[src/rtl/i2c_hang_pkg.sv]
package i2c_hang_pkg;

  localparam int unsigned MAX_PULSES = 9;

  typedef enum logic [2:0] {
    ST_IDLE,
    ST_CHECK,
    ST_LOW,
    ST_HIGH,
    ST_START,
    ST_STOP
  } seq_state_t;

  // Phase ends in the cycle whose elapsed count reaches len-1 (len 0 acts as 1).
  function automatic logic half_done(input logic [31:0] elapsed, input logic [31:0] len);
    return (elapsed + 32'd1 >= len);
  endfunction

  // Timeout fires in the cycle the low run reaches limit cycles (limit 0 acts as 1).
  function automatic logic tmo_fire(input logic [31:0] run, input logic [31:0] limit);
    return (limit == 32'd0) ? (run == 32'd0) : (run + 32'd1 == limit);
  endfunction

  // True when the pulse now finishing is the last allowed.
  function automatic logic last_pulse(input logic [31:0] pulses_so_far, input logic [31:0] cap);
    return (pulses_so_far + 32'd1 >= cap);
  endfunction

endpackage

[src/rtl/hang_sync.sv]
module hang_sync #(
  parameter int unsigned LINES  = 2,
  parameter int unsigned STAGES = 2
) (
  input  logic             clk,
  input  logic             rst_n,
  input  logic [LINES-1:0] raw,
  output logic [LINES-1:0] synced
);

  genvar g;
  for (g = 0; g < LINES; g++) begin : g_line
    logic [STAGES-1:0] chain;
    always_ff @(posedge clk or negedge rst_n) begin
      if (!rst_n) chain <= '1;
      else        chain <= {chain[STAGES-2:0], raw[g]};
    end
    assign synced[g] = chain[STAGES-1];
  end

endmodule

[src/rtl/hang_timeout.sv]
module hang_timeout import i2c_hang_pkg::*; #(
  parameter int unsigned TMO_W = 16
) (
  input  logic             clk,
  input  logic             rst_n,
  input  logic             enable,
  input  logic             line,
  input  logic [TMO_W-1:0] limit,
  output logic             fire
);

  logic [TMO_W-1:0] run_q;

  always_ff @(posedge clk or negedge rst_n) begin
    if (!rst_n)                run_q <= '0;
    else if (!enable || line)  run_q <= '0;
    else if (run_q != '1)      run_q <= run_q + 1'b1;
  end

  assign fire = enable && !line && tmo_fire(32'(run_q), 32'(limit));

  // a high sample restarts the low run
  assert_reload_on_high_R2: assert property (@(posedge clk) disable iff (!rst_n)
    line |=> (run_q == '0));

  // one detection per continuous low run
  assert_single_fire_R2: assert property (@(posedge clk) disable iff (!rst_n)
    fire |=> !fire);

endmodule

[src/rtl/hang_seq.sv]
module hang_seq import i2c_hang_pkg::*; #(
  parameter int unsigned HALF_W    = 8,
  parameter int unsigned PULSE_MAX = MAX_PULSES
) (
  input  logic              clk,
  input  logic              rst_n,
  input  logic              scl_s,
  input  logic              sda_s,
  input  logic              tmo_scl,
  input  logic              tmo_sda,
  input  logic              start_req,
  input  logic [HALF_W-1:0] cfg_low,
  input  logic [HALF_W-1:0] cfg_high,
  output logic              watch_en,
  output logic              scl_rel,
  output logic              sda_rel,
  output logic              busy,
  output logic              done,
  output logic              fail,
  output logic              scl_err,
  output logic              irq
);

  localparam int unsigned PCW = $clog2(PULSE_MAX + 1);

  seq_state_t        state_q, state_d;
  logic [HALF_W-1:0] phase_q;
  logic [HALF_W-1:0] cur_len;
  logic [PCW-1:0]    pulses_q;
  logic              done_q, fail_q, err_q, irq_q;
  logic              scl_rel_q, sda_rel_q;

  // named events, visible to the assertions
  logic phase_end, ev_scl_block, ev_launch, ev_sample, ev_sda_free, ev_give_up, ev_finish;

  always_comb cur_len = (state_q == ST_LOW) ? cfg_low : cfg_high;

  assign phase_end    = half_done(32'(phase_q), 32'(cur_len));
  assign ev_scl_block = (state_q == ST_IDLE) && (tmo_scl || (start_req && !scl_s));
  assign ev_launch    = (state_q == ST_IDLE) && !ev_scl_block && ((tmo_sda && scl_s) || start_req);
  assign ev_sample    = (state_q == ST_HIGH) && phase_end;
  assign ev_sda_free  = ev_sample && sda_s;
  assign ev_give_up   = ev_sample && !sda_s && last_pulse(32'(pulses_q), PULSE_MAX);
  assign ev_finish    = (state_q == ST_STOP) && phase_end;

  always_comb begin
    state_d = state_q;
    unique case (state_q)
      ST_IDLE:  if (ev_launch) state_d = ST_CHECK;
      ST_CHECK: state_d = sda_s ? ST_START : ST_LOW;
      ST_LOW:   if (phase_end) state_d = ST_HIGH;
      ST_HIGH: begin
        if (ev_sda_free)     state_d = ST_START;
        else if (ev_give_up) state_d = ST_IDLE;
        else if (ev_sample)  state_d = ST_LOW;
      end
      ST_START: if (phase_end) state_d = ST_STOP;
      ST_STOP:  if (phase_end) state_d = ST_IDLE;
      default:  state_d = ST_IDLE;
    endcase
  end

  always_ff @(posedge clk or negedge rst_n) begin
    if (!rst_n) begin
      state_q   <= ST_IDLE;
      phase_q   <= '0;
      pulses_q  <= '0;
      scl_rel_q <= 1'b1;
      sda_rel_q <= 1'b1;
      done_q    <= 1'b0;
      fail_q    <= 1'b0;
      err_q     <= 1'b0;
      irq_q     <= 1'b0;
    end else begin
      state_q <= state_d;
      if (state_d != state_q || state_q == ST_IDLE) phase_q <= '0;
      else                                          phase_q <= phase_q + 1'b1;

      if (ev_launch)      pulses_q <= '0;
      else if (ev_sample) pulses_q <= pulses_q + 1'b1;

      scl_rel_q <= (state_d != ST_LOW);
      sda_rel_q <= (state_d != ST_START);
      irq_q     <= ev_scl_block || ev_give_up || ev_finish;

      if (ev_launch) begin
        done_q <= 1'b0;
        fail_q <= 1'b0;
        err_q  <= 1'b0;
      end
      if (ev_scl_block) begin
        err_q  <= 1'b1;
        done_q <= 1'b0;
        fail_q <= 1'b0;
      end
      if (ev_give_up) fail_q <= 1'b1;
      if (ev_finish)  done_q <= 1'b1;
    end
  end

  assign watch_en = (state_q == ST_IDLE);
  assign busy     = (state_q != ST_IDLE);
  assign scl_rel  = scl_rel_q;
  assign sda_rel  = sda_rel_q;
  assign done     = done_q;
  assign fail     = fail_q;
  assign scl_err  = err_q;
  assign irq      = irq_q;

  // pulse count never passes the cap
  assert_pulse_cap_R6: assert property (@(posedge clk) disable iff (!rst_n)
    32'(pulses_q) <= PULSE_MAX);

  // data line left alone while clocking
  assert_sda_free_pulsing_R4: assert property (@(posedge clk) disable iff (!rst_n)
    (state_q == ST_LOW || state_q == ST_HIGH) |-> sda_rel);

  // SDA is only pulled down while SCL is released (START shape)
  assert_start_under_high_scl_R7: assert property (@(posedge clk) disable iff (!rst_n)
    $fell(sda_rel) |-> scl_rel);

  // no drive at all while idle
  assert_idle_released_R3: assert property (@(posedge clk) disable iff (!rst_n)
    (state_q == ST_IDLE) |-> (scl_rel && sda_rel));

  // interrupt marks exactly one outcome, with the sequence finished
  assert_irq_outcome_R9: assert property (@(posedge clk) disable iff (!rst_n)
    irq |-> ($onehot({done_q, fail_q, err_q}) && !busy));

endmodule

[src/rtl/i2c_hang_recover.sv]
module i2c_hang_recover import i2c_hang_pkg::*; #(
  parameter int unsigned TMO_W       = 16,
  parameter int unsigned HALF_W      = 8,
  parameter int unsigned SYNC_STAGES = 2
) (
  input  logic              clk,
  input  logic              rst_n,
  input  logic              scl_i,
  input  logic              sda_i,
  output logic              scl_rel,
  output logic              sda_rel,
  input  logic              start_req,
  input  logic [TMO_W-1:0]  cfg_timeout,
  input  logic [HALF_W-1:0] cfg_low,
  input  logic [HALF_W-1:0] cfg_high,
  output logic              busy,
  output logic              done,
  output logic              fail,
  output logic              scl_err,
  output logic              irq
);

  localparam int unsigned LINES = 2;   // index 0: clock line, 1: data line

  logic [LINES-1:0] raw_lines, sync_lines, tmo_fire_v;
  logic             watch_en;

  assign raw_lines = {sda_i, scl_i};

  hang_sync #(.LINES(LINES), .STAGES(SYNC_STAGES)) u_sync (
    .clk    (clk),
    .rst_n  (rst_n),
    .raw    (raw_lines),
    .synced (sync_lines)
  );

  genvar g;
  for (g = 0; g < LINES; g++) begin : g_tmo
    hang_timeout #(.TMO_W(TMO_W)) u_tmo (
      .clk    (clk),
      .rst_n  (rst_n),
      .enable (watch_en),
      .line   (sync_lines[g]),
      .limit  (cfg_timeout),
      .fire   (tmo_fire_v[g])
    );
  end

  hang_seq #(.HALF_W(HALF_W), .PULSE_MAX(MAX_PULSES)) u_seq (
    .clk       (clk),
    .rst_n     (rst_n),
    .scl_s     (sync_lines[0]),
    .sda_s     (sync_lines[1]),
    .tmo_scl   (tmo_fire_v[0]),
    .tmo_sda   (tmo_fire_v[1]),
    .start_req (start_req),
    .cfg_low   (cfg_low),
    .cfg_high  (cfg_high),
    .watch_en  (watch_en),
    .scl_rel   (scl_rel),
    .sda_rel   (sda_rel),
    .busy      (busy),
    .done      (done),
    .fail      (fail),
    .scl_err   (scl_err),
    .irq       (irq)
  );

  // an outcome is either success or give-up, never both
  assert_done_fail_exclusive_R6: assert property (@(posedge clk) disable iff (!rst_n)
    !(done && fail));

endmodule

[config.mk]
export PLATFORM = sky130hd
export DESIGN_NAME = i2c_hang_recover
export DESIGN_NICKNAME = d
export VERILOG_FILES = /design/src/rtl/i2c_hang_pkg.sv /design/src/rtl/hang_sync.sv /design/src/rtl/hang_timeout.sv /design/src/rtl/hang_seq.sv /design/src/rtl/i2c_hang_recover.sv
export SDC_FILE = /design/constraint.sdc
export NUM_CORES = 1
export LEC_CHECK = 0
export BUFFER_PORTS_ARGS = -buffer_cell sky130_fd_sc_hd__buf_2
export CORE_MARGIN = 2
export CORE_UTILIZATION = 35
export CTS_BUF_LIST = sky130_fd_sc_hd__clkbuf_8
export CTS_CLUSTER_SIZE = 20
export DETAILED_ROUTE_END_ITERATION = 8
export GPL_ROUTABILITY_DRIVEN = 1
export MAX_ROUTING_LAYER = met4
export PLACE_DENSITY = 0.59
export SETUP_SLACK_MARGIN = 0.4
export SLEW_MARGIN = 30
export SYNTH_ARGS = -nofsm -noshare
export SYNTH_HDL_FRONTEND = slang
export SYNTH_HIERARCHICAL = 1
export SYNTH_SLANG_ARGS = --single-unit
[constraint.sdc]
create_clock -name clk -period 8.3 [get_ports clk]
set_input_delay 1.245 -clock clk [delete_from_list [all_inputs] [get_ports clk]]
set_output_delay 1.245 -clock clk [all_outputs]
set_load 0.02 [all_outputs]
==> flow_summary_export.csv <==
group,metric,value,unit
outcome,status,"finished clean",
finish,syn2layout_area_growth,11.69,%
sta,rsz0062_at_grt,"no",
detailed_routing,vias_per_cell,5.422,
finish,ff_latch_area,1434,µm²
sta,fmax,0.2634,GHz
detailed_routing,dr.pass1.iters,5,
sta,min_period_over_period,45.73,%
setup_path,crit_path_start,"u_seq/state_q[0]",
sta,drv_slew,0,
global_route,grt_pass1_wl,17.14,mm
floorplan,die_area,12560,µm²
floorplan,rows,39,
min_path,hp-class,"reg2reg",
setup_path,r2r_setup_slack,4.50,ns
clock_network,htreeDepth,3,
global_route,grt.total_usage,17.15,%
setup_path,crit_path_cell_trace,"or3_4 > inv_1 > nand2b_1 > a2111oi_0 > nand4_1 > nor4_1 > nand4_1 > o31ai_1 > o21ai_0 > or3_4 > nand2_1 > mux2i_1",
yosys,synth_cell_types,56,
finish,drive_gt1_share,18.85,%
clock_network,cts_tree,"done",
finish,layout_commonest_cell,"dfrtp_1",
sta,worst_slack,4.504,ns
clock_network,cts-buffers-inserted,9,
finish,fillerInstances,1159,
finish,layout_common_cells,"51 x dfrtp_1, 43 x buf_2, 39 x xnor2_1, 39 x a21oi_1, 35 x nand2_1",
global_route,antenna_found_initial,0,
clock_network,cts_setup_buffers,0,
sta,fin_skew,0.009632,ns
clock_network,cts.sink_count,57,
sta,hold_viol_final,0,
yosys,synth-edff-count,0,
yosys,yosysWarnings,6,
placed_design,dpl_worst_slack,4.610,ns
setup_path,reg2reg_depth,12,
placed_design,place_area,4370,µm²
global_route,grt_max_degree,58,
finish,multi_input_area,2475,µm²
floorplan,fp.dieW,112.1,µm
yosys,syn_area,4088,µm²
clock_network,cts_buffer_depth,2,
detailed_routing,wire_per_inst,15.72,µm
placed_design,portBuffers,43,
power_and_ir_drop,leakagePower,1.947,nW
sta,finalSetupViolCount,0,
sta,min_period,3.796,ns
power_and_ir_drop,power.density,189.0,nW/µm²
finish,antenna-diode-count,0,
sta,tightest_slew,0.7522,ns
clock_network,clkTransAtPathRegs,0.07,ns
yosys,synth_ff_type,"dfrtp_1",
placed_design,globalplace.congestion,0.8637,
flow_run,drv_cap,0,
detailed_routing,drtIter0Drc,175,
floorplan,start_util,35.80,%
finish,stdcell_area,4566,µm²
setup_path,cp-start-kind,"register",
setup_path,cp-end-kind,"register",
detailed_routing,ant_nets,0,
sta,setup_tns,0,ns
setup_path,critPathSlowestCell,"dfrtp_1",
floorplan,coreArea,11420,µm²
clock_network,cts_root_buf,"clkbuf_8",
yosys,avgSynthCellArea,9.064,µm²
detailed_routing,drc,0,
global_route,overflow,0,
detailed_routing,dr_total_vias,3421,
setup_path,rr_startpoint,"u_seq/state_q[0]",
global_route,grt_pass1_vias,3485,
clock_network,postCtsHoldBufs,0,
setup_path,crit_type,"reg2reg",
sta,relSlewSlack,49.85,%
setup_path,crit_path_max_incr_delay,0.52,ns
setup_path,crit_end,"u_seq/pulses_q[0]",
setup_path,critPathMaxFanout,18,
clock_network,cts_resized,0,
yosys,yosysSeqAreaShare,35.08,%
floorplan,die_y,112.1,µm
floorplan,ios,44,
yosys,syn_inst,451,
yosys,yosys_register_bits,57,
setup_path,r2r-end,"u_seq/pulses_q[0]",
clock_network,insertion_delay,0.33,ns
power_and_ir_drop,vdd_drop_max,109.2,µV
yosys,syn_nets,503,
finish,fin_nets,535,
setup_path,crit_arrival,4.00,ns
setup_path,required,8.50,ns
placed_design,hpwlAfterDp,7.321,mm
yosys,ys_async_sr_fraction,100.0,%
detailed_routing,wirelength,9.918,mm
## cell families (layout without fill, tap and decap cells)
group | Yosys count | in the layout | synth area share, %
simple gates | 175 | 175 | 24.64
fa+ha+maj | 15 | 15 | 4.591
flops | 57 | 57 | 35.08
mux | 12 | 12 | 2.969
compound gates | 82 | 82 | 12.70
buf+inv | 41 | 78 | 4.561
xor+xnor | 69 | 69 | 15.46
## flip-flops by register name, indices dropped and copies added, names as in the netlist, 3 cells and up
| register | count |
|---|---|
| u_seq/pulses_q | 4 |
| g_tmo.u_tmo/run_q | 32 |
| u_seq/phase_q | 8 |
| u_seq/state_q | 3 |
| u_sync/g_line.chain | 4 |
## synth_stat cells (all sizes together), types with 3 or more instances
cell	n	area, µm²
a21oi	39	195.2
xnor2	39	341.6
nor3	17	107.6
and3	10	62.56
a211oi	9	82.58
ha	15	187.7
inv	18	67.56
a31o	3	26.28
xor2	28	245.2
clkbuf	11	41.29
dfrtp	51	1276
nand4	10	105.1
nor2	33	126.4
nor4	16	100.1
nor3b	3	27.52
nand2b	4	25.02
nand3	23	115.1
buf	12	77.57
dfstp	6	157.7
o21ai	13	65.06
and3b	4	35.03
or4	4	40.04
nand2	35	131.4
or3b	3	26.28
mux2i	11	110.1
## worst min path at each step
| stage | from | end | slack [ns] | depth (start not counted) |
|---|---|---|---|---|
| floorplan | u_sync/g_line[0].chain[0] | u_sync/g_line[0].chain[1] | 0.35 | 0 |
| global placement | u_sync/g_line[1].chain[0] | u_sync/g_line[1].chain[1] | 0.35 | 0 |
| detailed placement | u_sync/g_line[1].chain[0] | u_sync/g_line[1].chain[1] | 0.35 | 0 |
| CTS | u_sync/g_line[1].chain[0] | u_sync/g_line[1].chain[1] | 0.36 | 0 |
| global route | u_sync/g_line[1].chain[0] | u_sync/g_line[1].chain[1] | 0.36 | 0 |
| finish | u_sync/g_line[1].chain[0] | u_sync/g_line[1].chain[1] | 0.36 | 0 |
## report_power, final
| group | switching, mW | internal, mW | leakage, nW |
|---|---|---|---|
| sequential | 0.0345 | 0.309 | 0.758 |
| clock | 0.116 | 0.136 | 0.0962 |
| combinational | 0.150 | 0.117 | 1.09 |
| total | 0.301 | 0.562 | 1.95 |
## stage by stage
step	hold slack (ns)	power (mW)	utilization (%)	std cells
3_5_place_dp	0.3509	0.6113	38.28	615
6_report	0.3625	0.8628	39.98	631
2_1_floorplan	0.3452	0.5441	-	451
5_1_grt	0.3599	0.9343	39.98	631
3_3_place_gp	0.3505	0.6013	38.28	615
4_1_cts	0.3628	0.8702	39.92	631
## final cells by class
type	instances	share of cell area, %
clock buffer	9	2.713
multi-input combinational	353	54.21
inverter	18	1.480
clock inverter	7	1.398
timing repair buffer	44	4.878
tap	143	3.919
sequential	57	31.41
## per-layer routing
metal / vias up / part of all wire (%) / track usage, %
met5: - / 0 / -
met4: 0 / 1.2 / 5.285
met3: 8 / 5.4 / 3.132
met2: 111 / 45 / 26.42
met1: 1624 / 48 / 23.21
li1: 1678 / - / -
## critical path: cells and delay by family, from the launching register on
kind                   cells  cell delay (ns)
buffers and inverters      1             0.11
AOI/OAI and AO/OA          3             1.01
and+or+nand+nor            7             1.95
DFF                        1             0.52
muxes                      1             0.06
Note: power is estimated with default switching activity, not from simulation.
